[src/rtl/mark_fifo_pkg.sv]
package mark_fifo_pkg;
  typedef enum logic {
    MODE_STD  = 1'b0,
    MODE_FWFT = 1'b1
  } rd_mode_e;
endpackage

[src/rtl/mark_fifo_store.sv]
module mark_fifo_store #(
  parameter int WIDTH = 36,
  parameter int DEPTH = 16,
  parameter int AW    = $clog2(DEPTH)
) (
  input  logic             clk,
  input  logic             wr_en,
  input  logic [AW-1:0]    wr_addr,
  input  logic [WIDTH-1:0] wr_data,
  input  logic [AW-1:0]    rd_addr,
  output logic [WIDTH-1:0] rd_data
);
  logic [WIDTH-1:0] cells [DEPTH];

  // one row per generate iteration, each with its own decoded enable
  for (genvar row = 0; row < DEPTH; row++) begin : g_row
    logic row_we;
    assign row_we = wr_en && (wr_addr == AW'(row));
    always_ff @(posedge clk) begin
      if (row_we) cells[row] <= wr_data;
    end
  end

  assign rd_data = cells[rd_addr];
endmodule

[src/rtl/mark_fifo_ptrs.sv]
module mark_fifo_ptrs #(
  parameter int DEPTH = 16,
  parameter int AW    = $clog2(DEPTH),
  parameter int PW    = AW + 1
) (
  input  logic          clk,
  input  logic          rst_n,
  input  logic          part_clr,
  input  logic          fwft,
  input  logic          wr_req,
  input  logic          rd_pop,
  input  logic          mark_req,
  input  logic          rt_req,
  input  logic          head_vld,
  output logic          wr_do,
  output logic [AW-1:0] wr_addr,
  output logic [AW-1:0] rd_addr,
  output logic [PW-1:0] mem_cnt,
  output logic          mem_full,
  output logic          fetch_ok
);
  localparam logic [PW-1:0] CNT_FULL = PW'(DEPTH);

  logic [PW-1:0] wr_q, wr_d, rd_q, rd_d, seen_q, seen_d, mark_q, mark_d;
  logic          mark_v_q, mark_v_d, hold_q, hold_d, rt_go;

  assign mem_cnt  = wr_q - rd_q;
  assign mem_full = (mem_cnt == CNT_FULL);
  assign rt_go    = rt_req & ~part_clr;
  assign wr_do    = wr_req & ~mem_full & ~part_clr;
  // fall-through fetch looks at the write pointer one edge late
  assign fetch_ok = ~hold_q & (fwft ? (seen_q != rd_q) : (mem_cnt != '0));
  assign wr_addr  = wr_q[AW-1:0];
  assign rd_addr  = rd_q[AW-1:0];

  always_comb begin
    wr_d     = wr_q;
    rd_d     = rd_q;
    seen_d   = wr_q;
    mark_d   = mark_q;
    mark_v_d = mark_v_q;
    hold_d   = rt_go;
    if (part_clr) begin
      wr_d     = '0;
      rd_d     = '0;
      seen_d   = '0;
      mark_d   = '0;
      mark_v_d = 1'b0;
    end else begin
      if (wr_do) wr_d = wr_q + 1'b1;
      if (rt_go) rd_d = mark_v_q ? mark_q : '0;
      else if (rd_pop) rd_d = rd_q + 1'b1;
      if (mark_req && !rt_go) begin
        mark_v_d = 1'b1;
        mark_d   = rd_q - PW'(fwft & head_vld);
      end
    end
  end

  always_ff @(posedge clk or negedge rst_n) begin
    if (!rst_n) begin
      wr_q     <= '0;
      rd_q     <= '0;
      seen_q   <= '0;
      mark_q   <= '0;
      mark_v_q <= 1'b0;
      hold_q   <= 1'b0;
    end else begin
      wr_q     <= wr_d;
      rd_q     <= rd_d;
      seen_q   <= seen_d;
      mark_q   <= mark_d;
      mark_v_q <= mark_v_d;
      hold_q   <= hold_d;
    end
  end
endmodule

[src/rtl/mark_fifo_head.sv]
module mark_fifo_head #(
  parameter int WIDTH = 36
) (
  input  logic             clk,
  input  logic             rst_n,
  input  logic             part_clr,
  input  logic             fwft,
  input  logic             rd_req,
  input  logic             rt_req,
  input  logic             fetch_ok,
  input  logic [WIDTH-1:0] mem_word,
  output logic             rd_pop,
  output logic [WIDTH-1:0] q,
  output logic             q_vld
);
  logic [WIDTH-1:0] q_q, q_d;
  logic             vld_q, vld_d, take;

  assign take   = fwft ? (~vld_q | rd_req) : rd_req;
  assign rd_pop = take & fetch_ok & ~rt_req & ~part_clr;
  assign q      = q_q;
  assign q_vld  = vld_q;

  always_comb begin
    q_d   = q_q;
    vld_d = vld_q;
    if (part_clr) begin
      q_d   = '0;
      vld_d = 1'b0;
    end else if (rt_req) begin
      vld_d = 1'b0;
    end else if (rd_pop) begin
      q_d   = mem_word;
      vld_d = fwft;
    end else if (rd_req) begin
      vld_d = 1'b0;
    end
  end

  always_ff @(posedge clk or negedge rst_n) begin
    if (!rst_n) begin
      q_q   <= '0;
      vld_q <= 1'b0;
    end else begin
      q_q   <= q_d;
      vld_q <= vld_d;
    end
  end
endmodule

[src/rtl/mark_fifo.sv]
module mark_fifo
  import mark_fifo_pkg::*;
#(
  parameter int WIDTH = 36,
  parameter int DEPTH = 16
) (
  input  logic             clk,
  input  logic             rst_n,
  input  logic             part_clr,
  input  logic             fwft_sel,
  input  logic             wr_en,
  input  logic [WIDTH-1:0] wr_data,
  input  logic             rd_en,
  input  logic             mark_req,
  input  logic             rt_req,
  output logic [WIDTH-1:0] rd_data,
  output logic             head_flag,
  output logic             tail_flag,
  output logic             half_flag
);
  localparam int AW = $clog2(DEPTH);
  localparam int PW = AW + 1;
  localparam logic [PW:0] HALF_LVL = (PW+1)'(DEPTH / 2);

  rd_mode_e         mode_q;
  logic             mode_fwft;
  logic             wr_do, rd_pop, mem_full, fetch_ok, q_vld;
  logic [AW-1:0]    wr_addr, rd_addr;
  logic [PW-1:0]    mem_cnt;
  logic [PW:0]      occ;
  logic [WIDTH-1:0] mem_word;

  // timing choice is loaded only while master reset is held
  always_ff @(posedge clk) begin
    if (!rst_n) mode_q <= rd_mode_e'(fwft_sel);
  end
  assign mode_fwft = (mode_q == MODE_FWFT);

  mark_fifo_store #(.WIDTH(WIDTH), .DEPTH(DEPTH), .AW(AW)) store_i (
    .clk(clk), .wr_en(wr_do), .wr_addr(wr_addr), .wr_data(wr_data),
    .rd_addr(rd_addr), .rd_data(mem_word)
  );

  mark_fifo_ptrs #(.DEPTH(DEPTH), .AW(AW), .PW(PW)) ptrs_i (
    .clk(clk), .rst_n(rst_n), .part_clr(part_clr), .fwft(mode_fwft),
    .wr_req(wr_en), .rd_pop(rd_pop), .mark_req(mark_req), .rt_req(rt_req),
    .head_vld(q_vld), .wr_do(wr_do), .wr_addr(wr_addr), .rd_addr(rd_addr),
    .mem_cnt(mem_cnt), .mem_full(mem_full), .fetch_ok(fetch_ok)
  );

  mark_fifo_head #(.WIDTH(WIDTH)) head_i (
    .clk(clk), .rst_n(rst_n), .part_clr(part_clr), .fwft(mode_fwft),
    .rd_req(rd_en), .rt_req(rt_req), .fetch_ok(fetch_ok), .mem_word(mem_word),
    .rd_pop(rd_pop), .q(rd_data), .q_vld(q_vld)
  );

  assign occ       = {1'b0, mem_cnt} + (PW+1)'(mode_fwft & q_vld);
  assign head_flag = mode_fwft ? q_vld : ~fetch_ok;
  assign tail_flag = mode_fwft ? ~mem_full : mem_full;
  assign half_flag = (occ > HALF_LVL);
endmodule

[config.mk]
export PLATFORM = sky130hd
export DESIGN_NAME = mark_fifo
export DESIGN_NICKNAME = d
export VERILOG_FILES = /design/src/rtl/mark_fifo_pkg.sv /design/src/rtl/mark_fifo_store.sv /design/src/rtl/mark_fifo_ptrs.sv /design/src/rtl/mark_fifo_head.sv /design/src/rtl/mark_fifo.sv
export SDC_FILE = /design/constraint.sdc
export NUM_CORES = 1
export LEC_CHECK = 0
export ABC_AREA = 1
export BUFFER_PORTS_ARGS = -buffer_cell sky130_fd_sc_hd__buf_2
export CAP_MARGIN = 20
export CORE_AREA = 8 8 316 318
export DETAILED_ROUTE_END_ITERATION = 8
export DIE_AREA = 0 0 324 326
export GPL_TIMING_DRIVEN = 0
export PLACE_DENSITY = 0.49
export SLEW_MARGIN = 5
export SYNTH_ARGS = -nofsm -noshare
export SYNTH_HDL_FRONTEND = slang
export SYNTH_HIERARCHICAL = 1
export SYNTH_SLANG_ARGS = --single-unit
[constraint.sdc]
create_clock -name clk -period 5.4 [get_ports clk]
set_input_delay 0.81 -clock clk [delete_from_list [all_inputs] [get_ports clk]]
set_output_delay 0.81 -clock clk [all_outputs]
set_load 0.05 [all_outputs]
==> results of run 1 <==
Yosys cell counts (all sizes together):
cell type,n,area share
nand2,835,0.11
edfxtp,577,0.62
nand3,493,0.089
inv,475,0.064
buf,125,0.032
dfrtp,59,0.052
nand4,46,0.010
nor2,38,0.0063
clkbuf,21,0.0031
o21ai,14,0.0025
ha,10,0.0044
a21oi,8,0.0014
xor2,8,0.0025
o22ai,6,0.0013
xnor2,4,0.0012
or2,2,0.00044
clkinv,1,0.00013
fa,1,0.00071
o32ai,1,0.00031
final cells by class:
class,count,area [um^2],share of cell area
timing repair buffer,107,926,0.0280
clock buffer,103,2050,0.0619
antenna,1,2.50,0.0000756
multi-input combinational,1466,6680,0.202
tap,1265,1580,0.0478
buffer,146,995,0.0300
clock inverter,30,273,0.00824
sequential,636,18800,0.568
inverter,476,1790,0.0542
per-layer routing:
metal	up-vias	global-route usage	wire length (um)
met1	9548	0.245	41600
li1	9252	-	-
met2	722	0.263	41100
met5	-	0	0
met4	0	0.0488	2260
met3	126	0.0264	6410
where the power goes:
| part | total (mW) | switching, mW | internal [mW] | leakage (nW) |
|---|---|---|---|---|
| logic | 1.78 | 1.30 | 0.471 | 7.09 |
| clock network | 4.81 | 2.00 | 2.81 | 1.14 |
| registers | 5.50 | 0.0443 | 5.46 | 6.00 |
| total | 12.1 | 3.35 | 8.74 | 14.2 |
metrics by stage:
step                worst slack, ns  TNS [ns]  hold WS (ns)
global placement              -1.19   -556.30         0.493
CTS                            1.34         0        0.0955
finish                         1.36         0         0.134
detailed placement             1.37         0         0.494
floorplan                      1.36         0         0.481
global route                   1.11         0         0.147
logic make-up after synthesis:
logic type / share of synthesized area
xor+xnor: 0.00373
flops: 0.668
simple gates: 0.219
compound gates: 0.00556
buf+inv: 0.0991
fa+ha+maj: 0.00516
worst min path at each step:
stage | to | slack, ns | cells past startpoint
5_1_grt | head_i/q[7] | 0.15 | 1
6_report | head_i/q[7] | 0.13 | 1
3_5_place_dp | head_i/q[16] | 0.49 | 2
3_3_place_gp | head_i/q[26] | 0.49 | 2
4_1_cts | head_i/q[1] | 0.1 | 1
2_1_floorplan | ptrs_i/mark_q[2] | 0.48 | 2
critical path, stage by stage (launching register included):
cell	delay, ns
dfrtp_1	0.43
inv_1	0.14
ha_1	0.15
inv_1	0.06
fa_1	0.40
xor2_1	0.44
nor2_2	0.10
nand3_4	0.15
nand2_4	0.09
nor2_1	0.22
nand3_1	0.40
nor2_4	0.81
buf_12	0.28
registers in the layout, indices dropped and copies added (netlist names):
signal	cells
ptrs_i/wr_q	5
mode_fwft	1
ptrs_i/hold_q	1
store_i/cells	576
head_i/q_vld	1
ptrs_i/seen_q	5
ptrs_i/mark_q	5
head_i/q	36
ptrs_i/rd_q	5
ptrs_i/mark_v_q	1
==> reports/results.ini, run 1 <==
[layout]
fillerInstances=9482
final_common_cell=nand2_1
fin_util=0.351
drive_above_1_share=0.121
nets=2961
stdcell_count=4230
area_growth_syn_to_layout_pct=17.6
design_area_um2=33100
layout_common_cells=nand2_1 (830), edfxtp_1 (577), nand3_1 (486)

[setup_path]
worst_setup_path_start_kind=flip-flop
r2r-start=ptrs_i/wr_q[0]
crit_end=store_i/cells[14][33]
required_ns=5.70
cp-end-kind=flip-flop
arrival_ns=4.35
rr_worst_depth=12
r2r_slack_ns=1.36
crit_fanout=19
startpoint=ptrs_i/wr_q[0]
reg2reg_to=store_i/cells[14][33]
criticalPathCategory=reg -> reg

[place]
dpl_cell_area_um2=30800
hpwl_mm=60.7
port_buffers=82
dpl.cell_count=4095
gp_congestion=0.790

[die]
die_y_um=326
die_area_um2=106000
die_w_um=324
row_count=113
initial_core_util=0.298
io_pins=83
coreArea_um2=94400

[clock_tree]
cts.clk_slew.worst_paths_ns=0.06
cts_buffers=73
clk_latency_ns=0.63
clock_path_buffers=3
cts_root_buf=clkbuf_16
post_cts_buffers=0
clock_sinks=636
post_cts_resized=0
ctsHoldBuffers=0
cts_tree=built
cts_max_level=3

[route]
vias=19648
ant_nets=0
drc=0
wirelength_mm=91.4
vias_per_cell=4.64
first_pass_iters=5
wl_per_cell_um=21.6
drt_iter0_markers=1769

[grt]
grt_pass1_wl_mm=130
grt_overflow=0
grt_max_degree=38
antenna_found_initial=1
first_global_vias=18206
track_usage=0.170

[synthesis]
ys_seq_area_frac=0.668
syn_area_um2=28100
syn-instance-count=2724
yosysUniqueCellTypes=35
yosys_warnings=6
synth_fp_nets=2779
syn_avg_cell_area_um2=10.3
ys_ff_latch=636

[timing]
drv_slew=0
report.final.setup_viol=0
rsz0062_at_grt=false
min_period_ns=4.04
fmax_mhz=247
worst_pin_slew_ns=1.19
slew_headroom=0.206
fin_skew_ns=0.0263
timing.final.crit_share=0.748
hold_viol=0

[hold_path]
hold_class=in -> async

[power]
p_leak_nw=14.2
power.density_nw_per_um2=365
ir_worst_vdd_mv=0.222
p_total_mw=12.1

[status]
status=completed

[flow_run]
maxCapViolations=0

(Power assumes the default switching activity.)
==> inputs of run 2 (changes only) <==
Settings changed: ABC_AREA 1 to 0, CORE_AREA 8 8 316 318 to 8 8 295 297, DIE_AREA 0 0 324 326 to 0 0 303 305, PLACE_DENSITY 0.49 to 0.51.
Clock period 5.4 ns to 3.3 ns, I/O delays scaled along.
==> reports/results.ini, run 2 <==
[place]
dpl.cell_count=2340  ; -43%
dpl_cell_area_um2=27000  ; -12%
hpwl_mm=39.9  ; -34%
pre_cts_ws_ns=-0.560  ; -1.93 ns
gp_congestion=0.727  ; -7.9%
port_buffers=82  ; unchanged

[die]
die_y_um=305  ; -6.4%
coreArea_um2=82600  ; -13%
row_count=106  ; -6.2%
die_area_um2=92400  ; -13%
initial_core_util=0.297  ; -0.00108
die_w_um=303  ; -6.5%
io_pins=83  ; unchanged

[setup_path]
criticalPathCategory=reg -> reg
rr_worst_depth=16  ; +4
crit_end=store_i/cells[0][27]
crit_fanout=5  ; -14
required_ns=3.62  ; -2.08 ns
startpoint=ptrs_i/wr_q[0]
reg2reg_to=store_i/cells[0][27]
cp-end-kind=flip-flop
r2r_slack_ns=-0.19  ; -1.55 ns
worst_setup_path_start_kind=flip-flop
r2r-start=ptrs_i/wr_q[0]
arrival_ns=3.81  ; -0.54 ns

[layout]
stdcell_count=2568  ; -39%
drive_above_1_share=0.365  ; +0.244
largest_register=store_i/cells
area_growth_syn_to_layout_pct=26.5
fillerInstances=7472  ; -21%
largest_reg_flops=576  ; unchanged
seq_area_um2=18800  ; about the same
final_common_cell=edfxtp_1
nets=1485  ; -50%
design_area_um2=31000  ; -6.3%
fin_util=0.376  ; +0.0251
multi_input_area_um2=5610  ; -16%
layout_common_cells=edfxtp_1 (577), mux4_2 (144), buf_2 (95)

[timing]
rsz0062_at_grt=true
slew_headroom=0.233  ; +0.0276
hold_viol=0  ; unchanged
fmax_mhz=287  ; +16%
report.final.setup_viol=271  ; +271
fin_hold_ws_ns=0.0854  ; -0.0486 ns
setup_slack_ns=-0.189  ; -1.55 ns
drv_slew=0  ; unchanged
tns_ns=-16.72  ; -16.72 ns
min_period_ns=3.49  ; -0.551 ns
worst_pin_slew_ns=1.15  ; -0.0456 ns
timing.final.crit_share=1.06  ; +0.309
fin_skew_ns=0.0224  ; -0.00388 ns

[power]
p_total_mw=17.8  ; +47%
p_leak_nw=10.2  ; -28%
ir_worst_vdd_mv=0.382  ; +72%
power.density_nw_per_um2=574  ; +57%

[clock_tree]
clk_latency_ns=0.62  ; about the same
cts_tree=built
cts_max_level=3  ; unchanged
clock_sinks=636  ; unchanged
cts.clk_slew.worst_paths_ns=0.06  ; about the same
cts_buffers=71  ; -2.7%
cts_root_buf=clkbuf_16
clock_path_buffers=3  ; unchanged

[route]
drt_iter0_markers=1190  ; -33%
wirelength_mm=67.6  ; -26%
vias=12779  ; -35%
vias_per_cell=4.98  ; +7.1%
wl_per_cell_um=26.3  ; +22%
first_pass_iters=5  ; unchanged
ant_nets=0  ; unchanged
drc=0  ; unchanged

[synthesis]
syn-instance-count=1152  ; -58%
yosysUniqueCellTypes=48  ; +37%
syn_area_um2=24500  ; -13%
synth_async_sr_flop_share=0.0928  ; unchanged
synth.most_common_cell=edfxtp_1
synth_fa_ha_area_frac=0.00592  ; +0.000759
synth_commonest_cells=edfxtp_1 (577), mux4_2 (144), a22oi_1 (73)
yosysTopAreaCellShare=0.706  ; +0.0906
ys_ff_latch=636  ; unchanged
ys_seq_area_frac=0.766  ; +0.0983
yosys-top-cells-area=edfxtp_1 (71%), mux4_2 (13%), dfrtp_1 (6.0%)
yosys.area.top_type=edfxtp_1
synth-compound-area-share=0.0446  ; +0.0391
synth-simple-area-share=0.0252  ; -0.193
synth_fp_nets=1207  ; -57%
yosys.area_share.xor_xnor=0.00571  ; +0.00198
synth_top_family_by_area=multiplexers
yosys_warnings=6  ; unchanged
synth_edf_count=577  ; unchanged
postSynth.topFlopCell=edfxtp_1
syn_avg_cell_area_um2=21.3  ; +110%
synthMuxAreaShare=0.134  ; +0.134

[grt]
antenna_found_initial=5  ; +4
first_global_vias=13008  ; -29%
grt_max_degree=46  ; +21%
grt_overflow=0  ; unchanged
grt_pass1_wl_mm=93.4  ; -28%
track_usage=0.139  ; -0.0309

[status]
status=complete, but fails checks
violations=negative setup slack

[hold_path]
hold_class=in -> reg

[flow_run]
maxCapViolations=0  ; unchanged

## run 2: changes by cell type after synthesis, sizes merged, moves of 10 or more
cell	delta
buf	-84
a22oi	+73
mux4	+144
nor2b	+10
nand2	-791
nand4	-42
o21ai	-11
a32o	+36
nand3	-490
inv	-465
## run 2: cell families (layout without fill, tap and decap cells)
group / Yosys count / after routing
AO/OA/AOI/OAI: 133 / 133
XOR/XNOR: 16 / 16
adder cells (fa/ha/maj): 11 / 11
buffers and inverters: 80 / 414
flip-flops: 636 / 636
multiplexers: 149 / 149
other: 0 / 2
AND/OR/NAND/NOR: 127 / 127
## run 2: area by class of cell
type,instances,share of cell area
Sequential cell,636,0.606
Multi-Input combinational cell,436,0.181
Timing Repair Buffer,205,0.0796
Clock buffer,93,0.0625
Tap cell,1080,0.0435
Buffer,69,0.0130
Clock inverter,36,0.0129
Inverter,11,0.00133
Antenna cell,2,0.000161
## run 2: power breakdown
| group | switching [mW] | internal, mW |
|---|---|---|
| registers | 0.0408 | 8.89 |
| logic | 0.640 | 0.383 |
| clock network | 3.15 | 4.71 |
| total | 3.83 | 14.0 |
## run 2: repair_timing
| action | in CTS | in global routing |
|---|---|---|
| pin swaps | 25 | 19 |
| hold buffers | 1 | 0 |
| gates cloned | 7 | 17 |
| endpoints found under the setup margin | 613 | 493 |
| endpoints found under the hold margin | 15 | 0 |
| gates resized for setup | 42 | 66 |
| setup buffers | 52 | 29 |
## run 2: worst min path at each step
stage,from,endpoint,slack (ns),depth (start not counted)
6_report,fwft_sel,mode_fwft,0.09,1
4_1_cts,fwft_sel,mode_fwft,0.05,1
3_5_place_dp,rst_n,head_i/q[3],0.41,1
5_1_grt,fwft_sel,mode_fwft,0.05,1
3_3_place_gp,head_i/q[31],head_i/q[31],0.50,1
2_1_floorplan,rst_n,head_i/q[0],0.20,0
## run 2: metal layers
metal | track usage | part of all wire | wire length [um]
met4 | 0.0365 | 0.024 | 1650
met1 | 0.189 | 0.43 | 29300
met5 | 0 | 0.00075 | 51
met2 | 0.222 | 0.48 | 32600
met3 | 0.0354 | 0.059 | 3980
## run 2: worst max-delay path, stage by stage, from the launching register on
cell	delay, ns
dfrtp_1	0.38
inv_2	0.09
ha_4	0.14
inv_2	0.03
fa_2	0.54
nand3b_1	0.13
a211o_1	0.18
a211oi_4	0.09
buf_6	0.14
nand2b_4	0.15
nor2_4	0.11
or3b_4	0.43
buf_6	0.14
nor3_4	0.20
buf_6	0.15
buf_12	0.14
clkbuf_16	0.17
==> inputs of run 3 (changes only) <==
Settings changed: PLACE_DENSITY 0.51 to 0.58.
==> reports/results.ini, run 3 (synthesis gave the netlist of run 2 again) <==
[place]
port_buffers=82  ; unchanged
pre_cts_ws_ns=-0.559  ; +0.000669 ns
hpwl_mm=38.3  ; -4.0%
gp_congestion=0.746  ; +2.5%

[grt]
first_global_vias=12768  ; -1.8%
grt_overflow=0  ; unchanged
grt.met3_usage=0.0322  ; -0.00319
grt_pass1_wl_mm=86.7  ; -7.1%
top_usage_layer=met2
grt_max_degree=46  ; unchanged
track_usage=0.127  ; -0.0120
antenna_found_initial=3  ; -2
use_met1=0.163  ; -0.0259
globalRouteMet2Util=0.216  ; -0.00584

[layout]
nets=1420  ; -4.4%
fin_util=0.360  ; -0.0161
fillerInstances=7550  ; +1.0%
area_growth_syn_to_layout_pct=21.1
multi_input_area_um2=5600  ; -0.20%
largest_reg_flops=576  ; unchanged
layout_common_cells=edfxtp_1 (577), mux4_2 (144), buf_2 (95)
seq_area_um2=18800  ; about the same
final_common_cell=edfxtp_1
largest_register=store_i/cells
drive_above_1_share=0.339  ; -0.0260

[die]
initial_core_util=0.297  ; unchanged
coreArea_um2=82600  ; unchanged
die_w_um=303  ; unchanged
die_area_um2=92400  ; unchanged
die_y_um=305  ; unchanged
io_pins=83  ; unchanged
row_count=106  ; unchanged

[status]
status=complete, but fails checks
violations=negative setup slack

[timing]
timing.final.crit_share=1.08  ; +0.0275
fmax_mhz=279  ; -2.5%
tns_ns=-3.02  ; +13.70 ns
worst_pin_slew_ns=0.885  ; -0.261 ns
slew_headroom=0.410  ; +0.177
report.final.setup_viol=84  ; -69%
setup_slack_ns=-0.280  ; -0.0907 ns
drv_slew=0  ; unchanged
hold_viol=0  ; unchanged
min_period_ns=3.58  ; +0.0907 ns
rsz0062_at_grt=true
fin_skew_ns=0.0301  ; +0.00775 ns

[clock_tree]
clock_sinks=636  ; unchanged
clock_path_buffers=3  ; unchanged
cts.clk_slew.worst_paths_ns=0.07  ; about the same
cts_tree=built
cts_root_buf=clkbuf_16
clk_latency_ns=0.64  ; +0.02 ns
cts_buffers=61  ; -14%
cts_max_level=2  ; -1

[power]
p_int_mw=13.1  ; -6.6%
p_sw_mw=3.74  ; -2.4%
swShare=0.223  ; +0.00764
seqPwrFrac=0.531  ; +0.030
clkPwrFrac=0.412  ; -0.029
power.density_nw_per_um2=566  ; -1.5%
p_leak_nw=9.60  ; -6.3%
p_total_mw=16.8  ; -5.7%
pwr-share-comb=0.057  ; about the same
ir_worst_vdd_mv=0.436  ; +14%

[route]
drt_iter0_markers=992  ; -17%
drc=0  ; unchanged
vias=12180  ; -4.7%
wirelength_mm=59.8  ; -11%
wl_per_cell_um=23.9  ; -9.0%
first_pass_iters=5  ; unchanged
ant_nets=0  ; unchanged
vias_per_cell=4.87  ; -2.1%

[setup_path]
required_ns=2.80  ; -0.82 ns
slowest_delay_ns=0.46  ; -0.08 ns
worst_setup_path_start_kind=flip-flop
worst_path_max_delay_cell=fa_2
reg2reg_to=store_i/cells[0][22]
r2r-start=ptrs_i/wr_q[0]
worstPathCellList=ha_4 -> inv_2 -> fa_2 -> nor3b_2 -> nand4b_1 -> a211oi_2 -> a311oi_2 -> mux2i_1 -> buf_4
rr_worst_depth=15  ; -1
criticalPathCategory=reg -> out
arrival_ns=3.08  ; -0.73 ns
r2r_slack_ns=-0.09  ; +0.10 ns
crit_fanout=3  ; -2
cp-end-kind=output pin

[flow_run]
maxCapViolations=0  ; unchanged

[hold_path]
hold_depth=2  ; +1
hold_class=in -> reg
min_to=head_i/q_vld
hp-start=rt_req

run 3: cell count changes in the layout (fill, tap and decap cells not counted), moves of 3 or more:
cell        previous run  this run
clkbuf_16             87        62
buf_4                 35        32
bufinv_16              7         3
clkinvlp_4             0         8
clkbuf_1              43        38
buf_12                38        33
clkinv_4               0         4
buf_6                 43        19
buf_16                11         3
clkinv_1              11         7
clkinv_2              13        10
run 3: metal layers:
layer,share of wire,vias up
met1,0.41,6505
met3,0.069,76
met4,0.019,2
met2,0.50,338
li1,-,5259
met5,0.00015,-
run 3: worst max path at each step:
stage | slack, ns | to | from | depth (start not counted)
4_1_cts | -0.28 | head_flag | ptrs_i/wr_q[0] | 10
3_5_place_dp | -0.56 | store_i/cells[6][30] | ptrs_i/wr_q[0] | 12
5_1_grt | -0.38 | head_flag | ptrs_i/wr_q[0] | 10
6_report | -0.28 | head_flag | ptrs_i/rd_q[0] | 9
3_3_place_gp | -1.52 | store_i/cells[0][29] | ptrs_i/wr_q[0] | 11
2_1_floorplan | -0.36 | store_i/cells[0][0] | ptrs_i/wr_q[0] | 11
run 3: area by class of cell:
type	instances	area share
Buffer	68	0.0135
Multi-Input combinational cell	436	0.188
Tap cell	1080	0.0455
Inverter	11	0.00139
Clock buffer	77	0.0554
Timing Repair Buffer	151	0.0501
Sequential cell	636	0.633
Antenna cell	2	0.000168
Clock inverter	38	0.0123
run 3: timing repair:
item,4_1_cts,5_1_grt
pin swaps,23,16
gates resized for setup,32,22
endpoints found under the hold margin,16,0
endpoints found under the setup margin,612,394
setup buffers,32,10
cloned,0,1
hold buffers,2,0
run 3: critical path, delay by kind of cell (launching register included):
kind / cells / cell delay [ns]
compound gates: 2 / 0.42
flops: 1 / 0.44
mux: 1 / 0.18
simple gates: 2 / 0.49
buf+inv: 2 / 0.28
fa+ha+maj: 2 / 0.63
run 3: power groups by stage:
stage / sequential [mW] / clock, mW / combinational (mW)
floorplan: 9.19 / 0 / 0.416
global placement: 9.10 / 0 / 0.834
detailed placement: 9.10 / 0 / 0.879
CTS: 8.92 / 7.07 / 0.941
global route: 8.93 / 7.36 / 1.03
finish: 8.93 / 6.92 / 0.960
run 3: metrics by stage:
stage	instance area (um^2)	hold WS, ns	cells
after CTS	29500	0.0873	2485
after floorplan	24700	0.199	1152
after global placement	26500	0.512	2314
final	29700	0.127	2499
after global routing	29700	0.113	2497
after detailed placement	26900	0.413	2339
